### config.mk
export PLATFORM = sky130hd
export DESIGN_NAME = prot_reg_guard
export DESIGN_NICKNAME = d
export VERILOG_FILES = /design/src/rtl/prot_guard_pkg.sv /design/src/rtl/unlock_tracker.sv /design/src/rtl/guarded_sel_reg.sv /design/src/rtl/sticky_err.sv /design/src/rtl/prot_reg_guard.sv
export SDC_FILE = /design/constraint.sdc
export NUM_CORES = 1
export LEC_CHECK = 0
export ABC_CLOCK_PERIOD_IN_PS = 1400
export BUFFER_PORTS_ARGS = -buffer_cell sky130_fd_sc_hd__buf_2
export CELL_PAD_IN_SITES_DETAIL_PLACEMENT = 1
export CELL_PAD_IN_SITES_GLOBAL_PLACEMENT = 1
export CORE_MARGIN = 10
export CORE_UTILIZATION = 26
export DETAILED_ROUTE_END_ITERATION = 6
export HOLD_SLACK_MARGIN = 0.03
export PLACE_DENSITY_LB_ADDON = 0.1
export RECOVER_POWER = 25
export SETUP_SLACK_MARGIN = 0.15
export SYNTH_ARGS = -nofsm -noshare
export SYNTH_HDL_FRONTEND = slang
export SYNTH_SLANG_ARGS = --single-unit
### constraint.sdc
create_clock -name clk -period 1.4 [get_ports clk]
set_clock_uncertainty 0.15 [all_clocks]
set_input_delay 0.07 -clock clk [delete_from_list [all_inputs] [get_ports clk]]
set_output_delay 0.07 -clock clk [all_outputs]
set_load 0.05 [all_outputs]
### src/rtl/prot_guard_pkg.sv
// Package: shared address map of the protected register write guard.
// Assumes: the address bus is at least two bits wide.
package prot_guard_pkg;
    localparam int unsigned OFS_KEY  = 0;  // key location, data ignored
    localparam int unsigned OFS_SEL  = 1;  // guarded select register
    localparam int unsigned OFS_STAT = 2;  // status, bit 0 = protection error
    localparam int unsigned ERR_BIT  = 0;
endpackage

### src/rtl/unlock_tracker.sv
// Module: unlock_tracker
// Holds the one-shot unlock. A key write arms it; any other write disarms it.
// Assumes: at most one write per cycle; reads never reach this module.
module unlock_tracker (
    input  logic clk,
    input  logic rst_n,
    input  logic wr_any,
    input  logic wr_key,
    output logic armed
);
    // Arm on a key write, drop on any other write, hold otherwise.
    always_ff @(posedge clk) begin
        if (!rst_n) begin
            armed <= 1'b0;
        end else if (wr_any) begin
            armed <= wr_key;
        end
    end
endmodule

### src/rtl/guarded_sel_reg.sv
// Module: guarded_sel_reg
// Stores the guarded select value. A write lands only while unlocked;
// otherwise the write is reported as rejected in the same cycle.
// Assumes: armed reflects only writes made before this cycle.
module guarded_sel_reg #(
    parameter int unsigned SEL_W     = 3,
    parameter logic [SEL_W-1:0] SEL_RESET = '1
) (
    input  logic             clk,
    input  logic             rst_n,
    input  logic             wr_sel,
    input  logic             armed,
    input  logic [SEL_W-1:0] wdata,
    output logic [SEL_W-1:0] sel_q,
    output logic             reject
);
    // A select write without a live unlock is a protection violation.
    always_comb reject = wr_sel && !armed;

    // Load the new value only on an unlocked select write.
    always_ff @(posedge clk) begin
        if (!rst_n) begin
            sel_q <= SEL_RESET;
        end else if (wr_sel && armed) begin
            sel_q <= wdata;
        end
    end
endmodule

### src/rtl/sticky_err.sv
// Module: sticky_err
// Sticky error flag: set by a rejected write, cleared only by an explicit
// clear request or by reset.
// Assumes: set and clear never coincide (they come from different addresses).
module sticky_err (
    input  logic clk,
    input  logic rst_n,
    input  logic set,
    input  logic clr,
    output logic err
);
    // Set wins over hold; clear is honoured only when no set is pending.
    always_ff @(posedge clk) begin
        if (!rst_n) begin
            err <= 1'b0;
        end else if (set) begin
            err <= 1'b1;
        end else if (clr) begin
            err <= 1'b0;
        end
    end
endmodule

### src/rtl/prot_reg_guard.sv
// Module: prot_reg_guard (top)
// Bus-attached guard for a clock-divider select register. Decodes the
// bus, sequences the unlock, holds the guarded value and the sticky error,
// and returns registered read data.
// Assumes: single-cycle bus strobes, one access of each kind per cycle.
module prot_reg_guard
    import prot_guard_pkg::*;
#(
    parameter int unsigned ADDR_W    = 4,
    parameter int unsigned DATA_W    = 8,
    parameter int unsigned SEL_W     = 3,
    parameter logic [SEL_W-1:0] SEL_RESET = '1
) (
    input  logic              clk,
    input  logic              rst_n,
    input  logic [ADDR_W-1:0] bus_addr,
    input  logic              bus_wr,
    input  logic [DATA_W-1:0] bus_wdata,
    input  logic              bus_rd,
    output logic [DATA_W-1:0] bus_rdata,
    output logic [SEL_W-1:0]  clk_sel,
    output logic              prot_err
);
    localparam logic [ADDR_W-1:0] A_KEY  = ADDR_W'(OFS_KEY);
    localparam logic [ADDR_W-1:0] A_SEL  = ADDR_W'(OFS_SEL);
    localparam logic [ADDR_W-1:0] A_STAT = ADDR_W'(OFS_STAT);

    logic wr_key, wr_sel, wr_clr;
    logic armed_q;
    logic sel_reject;

    // Write address decode.
    always_comb begin
        wr_key = bus_wr && (bus_addr == A_KEY);
        wr_sel = bus_wr && (bus_addr == A_SEL);
        wr_clr = bus_wr && (bus_addr == A_STAT) && !bus_wdata[ERR_BIT];
    end

    unlock_tracker u_unlock (
        .clk    (clk),
        .rst_n  (rst_n),
        .wr_any (bus_wr),
        .wr_key (wr_key),
        .armed  (armed_q)
    );

    guarded_sel_reg #(
        .SEL_W     (SEL_W),
        .SEL_RESET (SEL_RESET)
    ) u_sel (
        .clk    (clk),
        .rst_n  (rst_n),
        .wr_sel (wr_sel),
        .armed  (armed_q),
        .wdata  (bus_wdata[SEL_W-1:0]),
        .sel_q  (clk_sel),
        .reject (sel_reject)
    );

    sticky_err u_err (
        .clk   (clk),
        .rst_n (rst_n),
        .set   (sel_reject),
        .clr   (wr_clr),
        .err   (prot_err)
    );

    // Registered read mux; the key location and unmapped space read as zero.
    always_ff @(posedge clk) begin
        if (!rst_n) begin
            bus_rdata <= '0;
        end else if (bus_rd) begin
            unique case (bus_addr)
                A_SEL:   bus_rdata <= DATA_W'(clk_sel);
                A_STAT:  bus_rdata <= DATA_W'(prot_err);
                default: bus_rdata <= '0;
            endcase
        end
    end
endmodule

==> key figures <==
Setup path
  – CP max FO: 11
  – Cells on worst reg2reg path: 2
  – Critical Path Source Type: input port
  – Req. time, crit path: 1.39 ns
  – Reg-to-reg setup timing slack: 0.41 ns
  – Critical path depth: 5
  – CP Class: in2reg
  – CP max stage delay: 0.54 ns
  – Endpoint class of the critical path: register
  – Crit path from: rst_n
  – Worst path arrival time: 1.18 ns
  – Cell Chain, Critical Path: dlygate4sd3_1 -> buf_2 -> nand4_1 -> o22ai_1 -> a41o_1
  – Crit-path leading delay family: buffers and inverters
  – Crit path capture: bus_rdata[0]$_SDFFE_PN0P_
  – Worst path bufs/invs: 2
  – R2R Path Start: u_unlock.armed$_SDFFE_PN0P_
  – RR Endpoint: u_sel.sel_q[0]$_SDFFE_PN1P_
  – Slowest cell on crit path: dlygate4sd3_1

Power and ir drop
  – Pleak: 0.2732 nW
  – PwrDens: 875.6 nW/um^2
  – Worst vdd ir: 0.3254 mV

Global route
  – Initial antenna violation count: 0
  – Vias in the first global route: 414
  – GRT overflow: 0
  – Total track usage: 6.841%
  – Largest net degree at the start of global routing: 12
  – First-pass GRT wire length: 1883 um

Floorplan
  – CORE AREA: 1489 sq um
  – Die extent in y: 59.43 um
  – IO Pins: 28
  – Rows: 14
  – Starting density of the core: 27.14%
  – Die Wd: 59.43 um
  – Die Area: 3531 sq um

Hold path
  – Hold crit path type: in2reg

Clocking
  – Worst-path clk slew: 0.06 ns
  – Post-CTS setup buffers: 0
  – Clock Sinks: 8
  – Hold Buf Count CTS: 6
  – Root Driver: clkbuf_4
  – TritonCTS clock tree: built
  – Cts repair resizes: 0
  – Worst-Skew Late Latency: 0.25 ns
  – Cts bufs inserted: 3
  – Htree depth: 1
  – Longest Clk Path Bufs: 2

STA
  – Fin crit period: 1.182 ns
  – Setup Viol. Count Final: 0
  – Endpoints failing hold: 0
  – Pins Over Slew Limit: 0
  – Min Hold Slack: 0.03266 ns
  – Fmax: 845.8 MHz
  – Fin crit share: 84.45%
  – Setup TNS: 0 ns
  – RSZ-0062 raised after global routing: no
  – Worst Slack Setup Final: 0.2176 ns

Routing
  – DRT antenna net count: 0
  – Drt wl/cell: 13.89 um
  – Pre-antenna DRT Iters: 2
  – Met2 wire length: 554 um
  – Met3 Routed Length: 128 um
  – Via count: 405
  – Via-to-Cell Ratio: 4.765
  – Top Metal Used: met3
  – First-iteration detailed-routing DRC count: 2
  – Wire length on met1: 499 um
  – DRC viols: 0
  – Post-Route WL: 1181 um

Placed design
  – DP Worst Slack: 0.1621 ns
  – Cell Area, Placed: 490.5 sq um
  – HPWL Detailed: 913.8 um
  – Port Buffers: 17
  – Gpl congestion: 0.7183

Yosys
  – Synthesized cell area: 404.1 sq um
  – Mapped Cells: 44
  – #FFs+latches synth: 8
  – Netlist cell types: 21
  – YS warnings: 0
  – Sequential share of the synthesized area: 39.63%
  – Syn Area/Cell: 9.185 sq um

Flow run
  – Max cap viols: 0

Cells and area
  – Share of post-route cells with drive strength above 1: 30.43%
  – Design area: 571.8 sq um
  – # nets final: 87
  – P&R area growth vs syn: 41.49%
  – Antenna Cells: 0

Outcome
  – Outcome: completed
==> state kept, by name, summed over array words and instances (netlist names) <==
| register | count |
|---|---|
| bus_rdata | 3 |
| u_unlock.armed | 1 |
| u_err.err | 1 |
| u_sel.sel_q | 3 |
==> power by group <==
group | internal, mW | total, mW | switching (mW) | leakage, nW
logic | 0.0304 | 0.0917 | 0.0613 | 0.195
clock network | 0.0982 | 0.177 | 0.0791 | 0.0138
registers | 0.230 | 0.232 | 0.00159 | 0.0647
==> worst register-to-register path: cells and delay by family (launching register included) <==
| kind | cells | cell delay, ns |
|---|---|---|
| compound gates | 1 | 0.09 |
| simple gates | 1 | 0.23 |
| flops | 1 | 0.40 |
==> cell usage after synthesis, drive strengths merged <==
cell | count | share of area, %
a21boi | 2 | 3.7
a41o | 1 | 2.5
and3 | 1 | 1.5
buf | 5 | 9.3
clkbuf | 1 | 0.93
conb | 1 | 0.93
dfxtp | 8 | 40
inv | 3 | 2.8
nand2 | 3 | 2.8
nand2b | 2 | 3.1
nand3 | 2 | 2.5
nand4 | 4 | 6.2
nand4b | 1 | 2.2
nor2b | 1 | 1.5
nor3b | 1 | 1.9
nor4b | 1 | 5.9
o211ai | 3 | 5.6
o21a | 1 | 1.9
o22ai | 1 | 1.5
o311ai | 1 | 2.2
or3 | 1 | 1.5
==> layout by cell type (no fill, tap or decap) <==
cell type,n
dfxtp_1,8
nand2b_1,2
nor4b_4,1
o211ai_1,3
nand2_1,3
inv_1,3
o311ai_1,1
buf_2,15
nand3_1,2
a21boi_0,1
conb_1,5
clkbuf_2,1
nand4b_1,1
o21a_1,1
a41o_1,1
o22ai_1,1
nor2b_1,1
a21boi_1,1
clkbuf_4,3
nand4_1,4
nor3b_1,1
clkbuf_1,1
dlygate4sd3_1,6
buf_4,1
and3_1,1
or3_1,1
==> layer usage <==
| metal | vias to the layer above | track usage (%) |
|---|---|---|
| met3 | 0 | 4.077 |
| li1 | 207 | - |
| met4 | 0 | 2.951 |
| met2 | 12 | 10.55 |
| met1 | 186 | 7.332 |
| met5 | - | 0 |
==> through the flow <==
| stage | util, % | cells | power, mW |
|---|---|---|---|
| after floorplan | - | 48 | 0.2978 |
| after global placement | 32.94 | 76 | 0.3155 |
| after detailed placement | 32.94 | 76 | 0.3156 |
| after CTS | 38.49 | 85 | 0.5085 |
| after global routing | 38.40 | 85 | 0.5272 |
| final | 38.40 | 85 | 0.5007 |
==> kinds of logic (layout without fill, tap and decap cells) <==
group                  Yosys count  in the layout  share of synthesized area (%)
and+or+nand+nor                 17             17                          29.10
DFF                              8              8                          39.63
AOI/OAI and AO/OA                9              9                          17.34
buffers and inverters            9             30                          13.00
other                            1              5                         0.9279
==> cell type report <==
class,instances,area [sq um]
Clock buffer,3,22.52
Fill cell,187,917.1
Inverter,3,11.26
Multi-Input combinational cell,31,206.4
Sequential cell,8,160.2
Tap cell,16,20.02
Timing Repair Buffer,24,151.4
==> worst min path at each step <==
stage | startpoint | to | slack (ns) | cells after the start
2_1_floorplan | bus_rd | bus_rdata[2]$_SDFFE_PN0P_ | 0.07 | 2
3_3_place_gp | bus_wdata[0] | u_err.err$_SDFFE_PN0P_ | 0.20 | 3
3_5_place_dp | bus_wdata[2] | u_sel.sel_q[2]$_SDFFE_PN1P_ | 0.20 | 3
4_1_cts | bus_addr[1] | u_err.err$_SDFFE_PN0P_ | 0.03 | 4
5_1_grt | bus_addr[1] | u_err.err$_SDFFE_PN0P_ | 0.04 | 4
6_report | bus_addr[1] | u_err.err$_SDFFE_PN0P_ | 0.03 | 4
No activity file was read; power rests on OpenSTA's default activity.
